File: config.mk
export PLATFORM = sky130hd
export DESIGN_NAME = scl_period_gen
export DESIGN_NICKNAME = d
export VERILOG_FILES = /design/src/rtl/scl_timing_pkg.sv /design/src/rtl/scl_cfg_sel.sv /design/src/rtl/scl_phase_ctr.sv /design/src/rtl/scl_period_gen.sv
export SDC_FILE = /design/constraint.sdc
export NUM_CORES = 1
export LEC_CHECK = 0
export ABC_AREA = 1
export BUFFER_PORTS_ARGS = -buffer_cell sky130_fd_sc_hd__buf_2
export CAP_MARGIN = 20
export CORE_ASPECT_RATIO = 0.9
export CORE_MARGIN = 1
export CORE_UTILIZATION = 61
export DETAILED_ROUTE_END_ITERATION = 7
export GPL_ROUTABILITY_DRIVEN = 0
export GPL_TIMING_DRIVEN = 0
export MAX_ROUTING_LAYER = met4
export PLACE_DENSITY = 0.92
export RECOVER_POWER = 25
export SLEW_MARGIN = 20
export SYNTH_ARGS = -nofsm -noshare
export SYNTH_HDL_FRONTEND = slang
export SYNTH_SLANG_ARGS = --single-unit
export TNS_END_PERCENT = 1
File: constraint.sdc
create_clock -name clk -period 3.65 [get_ports clk]
set_input_delay 0 -clock clk [delete_from_list [all_inputs] [get_ports clk]]
set_output_delay 0 -clock clk [all_outputs]
set_load 0.01 [all_outputs]
File: src/rtl/scl_timing_pkg.sv
package scl_timing_pkg;

  typedef enum logic [1:0] {
    PH_IDLE = 2'd0,
    PH_HOLD = 2'd1,
    PH_LOW  = 2'd2,
    PH_HIGH = 2'd3
  } scl_phase_e;

  localparam int HOLD_EXTRA = 3;
  localparam int LOW_EXTRA  = 1;
  localparam int HIGH_EXTRA = 8;

endpackage

File: src/rtl/scl_cfg_sel.sv
module scl_cfg_sel #(
  parameter int CNT_W = 16,
  localparam int TW = CNT_W + 1
) (
  input  logic             clk,
  input  logic             rst_n,
  input  logic             en,
  input  logic             fast_sel,
  input  logic [CNT_W-1:0] std_hcnt,
  input  logic [CNT_W-1:0] std_lcnt,
  input  logic [CNT_W-1:0] fast_hcnt,
  input  logic [CNT_W-1:0] fast_lcnt,
  output logic [TW-1:0]    term_hold,
  output logic [TW-1:0]    term_low,
  output logic [TW-1:0]    term_high
);
  import scl_timing_pkg::*;

  logic [CNT_W-1:0] hi_q, lo_q;

  // Only the chosen pair is kept; capture happens while disabled.
  always_ff @(posedge clk or negedge rst_n) begin
    if (!rst_n) begin
      hi_q <= '0;
      lo_q <= '0;
    end else if (!en) begin
      hi_q <= fast_sel ? fast_hcnt : std_hcnt;
      lo_q <= fast_sel ? fast_lcnt : std_lcnt;
    end
  end

  // Terminal value = phase length - 1.
  assign term_hold = TW'(hi_q) + TW'(HOLD_EXTRA - 1);
  assign term_low  = TW'(lo_q) + TW'(LOW_EXTRA - 1);
  assign term_high = TW'(hi_q) + TW'(HIGH_EXTRA - 1);

  // captured counts do not move while running
  a_r6_cfg_frozen: assert property (@(posedge clk) disable iff (!rst_n)
    en |=> ($stable(hi_q) && $stable(lo_q)));

endmodule

File: src/rtl/scl_phase_ctr.sv
module scl_phase_ctr #(
  parameter int TW = 17
) (
  input  logic          clk,
  input  logic          rst_n,
  input  logic          clr,
  input  logic          adv,
  input  logic [TW-1:0] term,
  output logic [TW-1:0] cnt,
  output logic          at_term
);

  always_ff @(posedge clk or negedge rst_n) begin
    if (!rst_n)   cnt <= '0;
    else if (clr) cnt <= '0;
    else if (adv) cnt <= cnt + TW'(1);
  end

  assign at_term = adv && (cnt == term);

  // a running count never passes its phase terminal
  a_r4_within_term: assert property (@(posedge clk) disable iff (!rst_n)
    !clr |-> (cnt <= term));

endmodule

File: src/rtl/scl_period_gen.sv
module scl_period_gen #(
  parameter int CNT_W = 16,
  localparam int TW = CNT_W + 1
) (
  input  logic             clk,
  input  logic             rst_n,
  input  logic             en,
  input  logic             fast_sel,
  input  logic [CNT_W-1:0] std_hcnt,
  input  logic [CNT_W-1:0] std_lcnt,
  input  logic [CNT_W-1:0] fast_hcnt,
  input  logic [CNT_W-1:0] fast_lcnt,
  input  logic             scl_in,
  output logic             scl_drive_low,
  output logic             scl_rise_stb,
  output logic             scl_fall_stb
);
  import scl_timing_pkg::*;

  scl_phase_e     phase_q, phase_d;
  logic           seen_q, seen_d;
  logic [TW-1:0]  t_hold, t_low, t_high, term;
  logic [TW-1:0]  cnt;
  logic           adv, clr, at_term;

  scl_cfg_sel #(.CNT_W(CNT_W)) u_cfg (
    .clk       (clk),
    .rst_n     (rst_n),
    .en        (en),
    .fast_sel  (fast_sel),
    .std_hcnt  (std_hcnt),
    .std_lcnt  (std_lcnt),
    .fast_hcnt (fast_hcnt),
    .fast_lcnt (fast_lcnt),
    .term_hold (t_hold),
    .term_low  (t_low),
    .term_high (t_high)
  );

  always_comb begin
    unique case (phase_q)
      PH_HOLD: term = t_hold;
      PH_LOW:  term = t_low;
      PH_HIGH: term = t_high;
      default: term = '0;
    endcase
  end

  // High phase only counts while the line is really high (stretching).
  assign adv = (phase_q == PH_HOLD) || (phase_q == PH_LOW) ||
               ((phase_q == PH_HIGH) && scl_in);
  assign clr = !en || (phase_q == PH_IDLE) || at_term;

  scl_phase_ctr #(.TW(TW)) u_ctr (
    .clk     (clk),
    .rst_n   (rst_n),
    .clr     (clr),
    .adv     (adv),
    .term    (term),
    .cnt     (cnt),
    .at_term (at_term)
  );

  always_comb begin
    phase_d = phase_q;
    if (!en) begin
      phase_d = PH_IDLE;
    end else begin
      unique case (phase_q)
        PH_IDLE: phase_d = PH_HOLD;
        PH_HOLD: if (at_term) phase_d = PH_LOW;
        PH_LOW:  if (at_term) phase_d = PH_HIGH;
        PH_HIGH: if (at_term) phase_d = PH_LOW;
        default: phase_d = PH_IDLE;
      endcase
    end
  end

  assign seen_d = en && (phase_q == PH_HIGH) && !at_term && (seen_q || scl_in);

  always_ff @(posedge clk or negedge rst_n) begin
    if (!rst_n) begin
      phase_q <= PH_IDLE;
      seen_q  <= 1'b0;
    end else begin
      phase_q <= phase_d;
      seen_q  <= seen_d;
    end
  end

  assign scl_drive_low = (phase_q == PH_LOW);
  assign scl_fall_stb  = (phase_q == PH_LOW) && (cnt == '0);
  assign scl_rise_stb  = (phase_q == PH_HIGH) && scl_in && !seen_q;

  // one edge after disable SCL is released and strobes are quiet
  a_r7_release_on_disable: assert property (@(posedge clk) disable iff (!rst_n)
    !en |=> (!scl_drive_low && !scl_rise_stb && !scl_fall_stb));

  // a high phase cannot end while the line is held low
  a_r5_no_end_while_low: assert property (@(posedge clk) disable iff (!rst_n)
    (en && phase_q == PH_HIGH && !scl_in) |=> (phase_q == PH_HIGH));

  // the two strobes never coincide
  a_r8_strobe_excl: assert property (@(posedge clk) disable iff (!rst_n)
    !(scl_rise_stb && scl_fall_stb));

  // every new low phase opens with the fall strobe
  a_r3_fall_on_rose: assert property (@(posedge clk) disable iff (!rst_n)
    $rose(scl_drive_low) |-> scl_fall_stb);

endmodule

==> flow_summary.toml, run 1 <==
[placed_design]
dpl.hpwl_mm = 8.765
dpl.cell_count = 741
port_buffers = 69
dp_slack_ps = 1077

[routing]
routedWlPerCell_um = 17.73
wl_mm = 14.31
via_per_inst = 6.198
drt-pass1-iter-count = 8
ant_nets = 0
drt_first_iter_violations = 871
num_vias = 5002
drc = 12

[synthesis]
ys_seq_elements = 52
yosysTopAreaCellShare_pct = 33.30
ys_seq_area_share_pct = 33.30
synth_warnings = 0
synth_edf_count = 0
synth_top_cells_by_area = "dfrtp_1 (33%), nand2_1 (15%), a21oi_1 (8.1%), nand3_1 (7.9%), nor2_1 (5.6%)"
async_flop_share_pct = 100.0
netlist_instances = 585
synthFlopType = "dfrtp_1"
avgSynthCellArea_sq_um = 6.679
synth_cell_type_count = 32
synth_nets = 664
synth_area_leader_cell = "dfrtp_1"
synthesis.area_sq_mm = 0.003907

[critical_path]
critPathArrivalTime_ps = 3100
path_max_fanout = 10
rr_worst_depth = 18
crit_type = "flop to flop"
crit_path_end_kind = "flop"
critPathLaunchType = "flop"
cp_data_required_time_ps = 3870

[cts]
cts_setup_buffers = 0
insertion_delay_ps = 330
clkTransAtPathRegs_ps = 100
clock_path_buffers = 2
ctsHtreeMaxLevel = 2
cts-root-buf = "clkbuf_8"
clock_sinks = 52
post_cts_resized = 0
cts_made_buffers = 5
hold_buffers = 58
cts_tree = "yes"

[timing]
drv_slew = 53
finalCritPeriodShare_pct = 78.78
hold_slack_ps = -7.733
report.final.setup_viol = 0
fin_ws_ps = 774.6
min_period_ps = 2875
final_hold_viol_count = 1
fin_tns_setup_ps = 0
max_freq_mhz = 347.8
tightestPinTransition_ps = 2840
clock_skew_ps = 13.04
slew_headroom_pct = -89.31
rsz0062_at_grt = "no"

[hold_path]
hold_class = "input pin to flop"
hold_depth = 3

[global_routing]
grt_pass1_vias = 5117
overflow = 0
grt_pass1_wl_mm = 23.48
antenna_found_initial = 0
grt_usage_pct = 46.64
grt_start_max_net_pins = 53

[floorplan]
start_util_pct = 63.55
ios = 72
core_area_sq_mm = 0.006148
dieArea_sq_mm = 0.006730
die_x_um = 86.37
core.rowCount = 27
die_h_um = 77.93

[run]
maxCapViolations = 1

[power]
power.total_uw = 2440
p_leak_uw = 0.002372
peakVddDrop_mv = 0.2950
power_density_mw_per_mm2 = 482.9

[run_status]
status = "finished with violations"
violations = "DRC, hold timing, capacitance limit, slew limit"

[finish]
diodes = 0
final_core_util_pct = 82.17
syn_to_final_growth_pct = 29.30
post_route_cells_drive_above_1_share_pct = 15.97
fin_nets = 798
layoutNonFillerInstCount = 807
-- critical path, stage by stage (launching register included) --
cell,delay [ps]
dfrtp_1,450
inv_1,190
ha_1,170
nand2_1,80
nand2_1,250
nand2_1,210
nor2_1,150
nand2_1,80
nand3_1,90
nand3_1,150
nand3_1,140
nand2_1,70
inv_1,50
nand2_1,50
nor2_1,110
nand3_2,160
nand2_4,170
buf_12,160
nor2_2,40
-- stage by stage --
step	hold slack (ps)	area, sq um
detailed placement	83.45	4364
finish	-7.733	5052
floorplan	-295.6	3908
CTS	0.7111	5056
global route	33.25	5052
global placement	250.7	4362
-- per-layer routing --
metal  vias to the layer above  GRT usage (%)  wire [um]
li1                       2187              -          -
met1                      2190          50.65       4805
met2                       470          74.29       6345
met3                       155          12.66       1941
met4                         0          32.00       1217
met5                         -              -          0
-- synth_stat cells (all sizes together), types with 2 or more instances --
master	count
a21oi	63
a22oi	15
buf	8
clkbuf	16
dfrtp	52
ha	10
inv	53
nand2	168
nand3	65
nand4	8
nor2	74
nor3	11
nor4	7
o211ai	2
o21ai	16
xor2	12
-- cell usage in the layout, fill, tap and decap left out, types with 2 or more instances in the layout --
cell,count
nor2_2,13
o21ai_1,4
ha_1,10
xor2_1,12
nor4_1,7
nand4_1,8
dlygate4sd3_1,58
clkbuf_1,18
inv_2,3
nand3_2,3
nand2_4,3
o211ai_1,2
o21ai_0,11
nand2_1,159
nand2_2,6
nor2_1,58
a22oi_1,15
clkbuf_8,5
buf_2,73
dfrtp_1,52
nand3_1,62
inv_1,50
nor2_4,3
a21oi_1,63
nor3_1,11
-- path summary, 6_finish.rpt --
kind	slack (ps)	end	start
max	770	u_ctr.cnt[7]	u_cfg.hi_q[2]
min	-8	u_cfg.hi_q[8]	fast_hcnt[8]
max reg2reg	770	u_ctr.cnt[7]	u_cfg.hi_q[2]
min reg2reg	560	seen_q	seen_q
max in group asynchronous	930	u_ctr.cnt[4]	rst_n
min in group asynchronous	1120	u_cfg.hi_q[11]	rst_n
-- power by group --
part           total, uW  switching [uW]  internal, uW
clock                436             228           208
combinational       1300             862           443
sequential           699            66.7           633
total               2440            1160          1280
-- state kept, by name, summed over array words and instances (netlist names) --
register and count:
phase_q 2, seen_q 1, u_cfg.hi_q 16, u_cfg.lo_q 16
u_ctr.cnt 17
-- layout make-up --
type / count / area (sq um)
buffer: 24 / 123.9
clock buffer: 6 / 72.57
clock inverter: 2 / 38.79
fill: 379 / 1096
inverter: 54 / 202.7
multi-input combinational: 455 / 2280
sequential: 52 / 1301
tap: 87 / 108.9
timing repair buffer: 127 / 924.6
-- logic make-up (layout without fill, tap and decap cells) --
family,Yosys count,count (layout),synth area share [%]
buffers and inverters,78,213,8.357
flip-flops,52,52,33.30
AND/OR/NAND/NOR,334,334,38.33
XOR/XNOR,13,13,2.914
adder cells (fa/ha/maj),10,10,3.202
AO/OA/AOI/OAI,98,98,13.90
Power figures use the tool's default switching activity.
==> run 2, diff against run 1 <==
--- a/config.mk
+++ b/config.mk
@@ -5,17 +5,17 @@
 export SDC_FILE = /design/constraint.sdc
 export NUM_CORES = 1
 export LEC_CHECK = 0
-export ABC_AREA = 1
+export ABC_AREA = 0
 export BUFFER_PORTS_ARGS = -buffer_cell sky130_fd_sc_hd__buf_2
 export CAP_MARGIN = 20
 export CORE_ASPECT_RATIO = 0.9
 export CORE_MARGIN = 1
-export CORE_UTILIZATION = 61
+export CORE_UTILIZATION = 57
 export DETAILED_ROUTE_END_ITERATION = 7
 export GPL_ROUTABILITY_DRIVEN = 0
 export GPL_TIMING_DRIVEN = 0
 export MAX_ROUTING_LAYER = met4
-export PLACE_DENSITY = 0.92
+export PLACE_DENSITY = 0.87
 export RECOVER_POWER = 25
 export SLEW_MARGIN = 20
 export SYNTH_ARGS = -nofsm -noshare
==> constraint.sdc (replaced) <==
create_clock -name clk -period 3 [get_ports clk]
set_input_delay 0 -clock clk [delete_from_list [all_inputs] [get_ports clk]]
set_output_delay 0 -clock clk [all_outputs]
set_load 0.01 [all_outputs]
==> flow_summary.toml, run 2 <==
[finish]
final_common_cell = "buf_2"
final_cell_mix = "buf_2 (72), nand2_1 (59), dfrtp_1 (50)"
largest_reg_flops = 17
syn_to_final_growth_pct = 26.36
regMostFlops = "u_ctr.cnt"
reg_top3 = "u_ctr.cnt: 17 flops, u_cfg.hi_q: 16 flops, u_cfg.lo_q: 16 flops"
fin_nets = 677
post_route_cells_drive_above_1_share_pct = 28.60
layoutNonFillerInstCount = 691
diodes = 0

[routing]
via_per_inst = 6.884
drc = 5
wl_met1_mm = 5.177
routedWlPerCell_um = 20.65
top_layer_used = "met4"
route.met2.wl_mm = 6.293
wl_mm = 14.27
ant_nets = 0
num_vias = 4757
drt-pass1-iter-count = 8
route.met3.wl_mm = 1.844
drt_first_iter_violations = 975

[global_routing]
grt_pass1_vias = 4336
antenna_found_initial = 0
grt_usage_pct = 34.96
grt_start_max_net_pins = 53
grt_pass1_wl_mm = 20.69
overflow = 0

[critical_path]
r2r-end = "phase_q[0]"
rr_worst_depth = 13
crit_type = "flop to flop"
cp_data_required_time_ps = 3220
crit_path_end_kind = "flop"
r2r-start = "u_cfg.hi_q[2]"
critPathArrivalTime_ps = 3380
critPathLaunchType = "flop"
path_max_fanout = 4
reg2reg_setup_slack_ps = -160

[synthesis]
synth_area_leader_cell = "dfrtp_1"
synth_most_common_cell = "nand2_1"
synth_top_cells_by_area = "dfrtp_1 (31%), mux2i_1 (8.4%), nand2_1 (5.3%), o21ai_0 (5.3%), xor2_1 (3.8%)"
synth_nets = 562
synth_cell_type_count = 72
synth_edf_count = 0
synth_warnings = 0
ys_seq_elements = 52
yosysTopAreaCellShare_pct = 31.19
ys_seq_area_share_pct = 31.19
synthesis.area_sq_mm = 0.004172
async_flop_share_pct = 100.0
avgSynthCellArea_sq_um = 8.637
synthTopCellsByCount = "nand2_1 (59), dfrtp_1 (52), o21ai_0 (44)"
netlist_instances = 483
synthFlopType = "dfrtp_1"

[floorplan]
dieArea_sq_mm = 0.007665
start_util_pct = 58.96
core_area_sq_mm = 0.007076
core.rowCount = 29
die_h_um = 83.16
die_x_um = 92.18
ios = 72

[timing]
fin_ws_ps = -161.2
final_hold_viol_count = 5
hold_slack_ps = -15.69
clock_skew_ps = 4.896
tightestPinTransition_ps = 1294
drv_slew = 0
report.final.setup_viol = 20
max_freq_mhz = 316.3
slew_headroom_pct = 13.74
fin_tns_setup_ps = -2350
min_period_ps = 3161
finalCritPeriodShare_pct = 105.4
rsz0062_at_grt = "yes"

[run_status]
status = "finished with violations"
violations = "DRC, hold timing, setup timing"

[power]
power.total_uw = 3035
p_leak_uw = 0.002257
power_density_mw_per_mm2 = 575.8
pwr-share-comb_pct = 59.2
seqPwrFrac_pct = 28.0
switchingPower_uw = 1340
p_int_uw = 1695
p_clk_share_pct = 12.8
peakVddDrop_mv = 0.2816
power_switching_share_pct = 44.16

[cts]
cts_made_buffers = 5
insertion_delay_ps = 310
cts_tree = "yes"
clkTransAtPathRegs_ps = 90
clock_sinks = 52
clock_path_buffers = 2
cts-root-buf = "clkbuf_8"
ctsHtreeMaxLevel = 2

[placed_design]
dpl.cell_count = 645
dp_slack_ps = -328.5
port_buffers = 69
dpl.hpwl_mm = 8.885

[hold_path]
hold_path_end = "u_cfg.lo_q[11]"
hold_class = "input pin to flop"
min-delay-start = "std_lcnt[11]"
hold_depth = 3

[run]
maxCapViolations = 0
## run 2: cell types whose count changed in the layout (fill, tap and decap cells not counted), moves of 33 or more
cell,delta
a21oi_1,-56
o21ai_0,+33
nor2_1,-39
inv_1,-38
nand3_1,-44
mux2i_1,+35
dlygate4sd3_1,-40
nand2_1,-100
## run 2: final cells by class
cell class | instances | area, sq um
multi-input cells | 379 | 2778
fillers | 465 | 1804
flip-flops and latches | 52 | 1304
repair buffers | 109 | 720.7
plain buffers | 36 | 210.2
well taps | 93 | 116.4
clock buffers | 6 | 72.57
inverters | 15 | 65.06
clock inverters | 1 | 5.005
## run 2: cells by family (layout without fill, tap and decap cells)
| kind of cell | Yosys count | count (layout) | share of synthesized area (%) |
|---|---|---|---|
| xor+xnor | 30 | 30 | 6.299 |
| simple gates | 188 | 188 | 25.08 |
| fa+ha+maj | 10 | 10 | 2.999 |
| flops | 52 | 52 | 31.19 |
| mux | 41 | 41 | 10.02 |
| buf+inv | 52 | 167 | 5.879 |
| compound gates | 110 | 110 | 18.54 |
## run 2: critical path, stage by stage, from the launching register on
cell	delay, ps
dfrtp_1	420
buf_6	150
inv_6	40
ha_4	150
a21boi_4	160
buf_4	150
nor4_4	300
mux2_4	350
or2_2	300
o2111ai_1	150
o311ai_2	180
and4_1	270
a21o_1	220
a211oi_2	230
## run 2: through the flow
stage	utilization [%]	cell area, sq um
after floorplan	-	4172
after global placement	65.48	4633
after detailed placement	65.52	4636
after CTS	70.43	4984
after global routing	74.50	5271
final	74.50	5271
## run 2: worst max path at each step
stage | start | endpoint | slack [ps] | cells after the start
floorplan | u_cfg.hi_q[1] | u_ctr.cnt[10] | 250 | 13
global placement | phase_q[0] | u_ctr.cnt[9] | -220 | 13
detailed placement | phase_q[1] | u_ctr.cnt[14] | -330 | 14
CTS | u_cfg.hi_q[2] | u_ctr.cnt[16] | -80 | 14
global route | phase_q[0] | u_ctr.cnt[13] | -220 | 12
finish | u_cfg.hi_q[2] | phase_q[0] | -160 | 13
## run 2: routing by layer
metal	global-route usage, %	vias up
met1	42.88	2185
li1	-	2003
met5	-	-
met4	14.06	0
met2	54.82	432
met3	9.341	137
## run 2: what timing repair did
action,in CTS,in global routing
setup endpoints to repair,20,20
resized for setup,17,32
pin swaps,5,12
endpoints found under the hold margin,61,0
hold buffers,18,0
gates cloned,0,1
buffers inserted,4,17
## run 2: power groups by stage
| stage | clock network (uW) | registers (uW) | logic, uW |
|---|---|---|---|
| floorplan | 0 | 826 | 994 |
| global placement | 0 | 848 | 1300 |
| detailed placement | 0 | 853 | 1350 |
| CTS | 383 | 840 | 1460 |
| global route | 408 | 854 | 1880 |
| finish | 387 | 851 | 1800 |
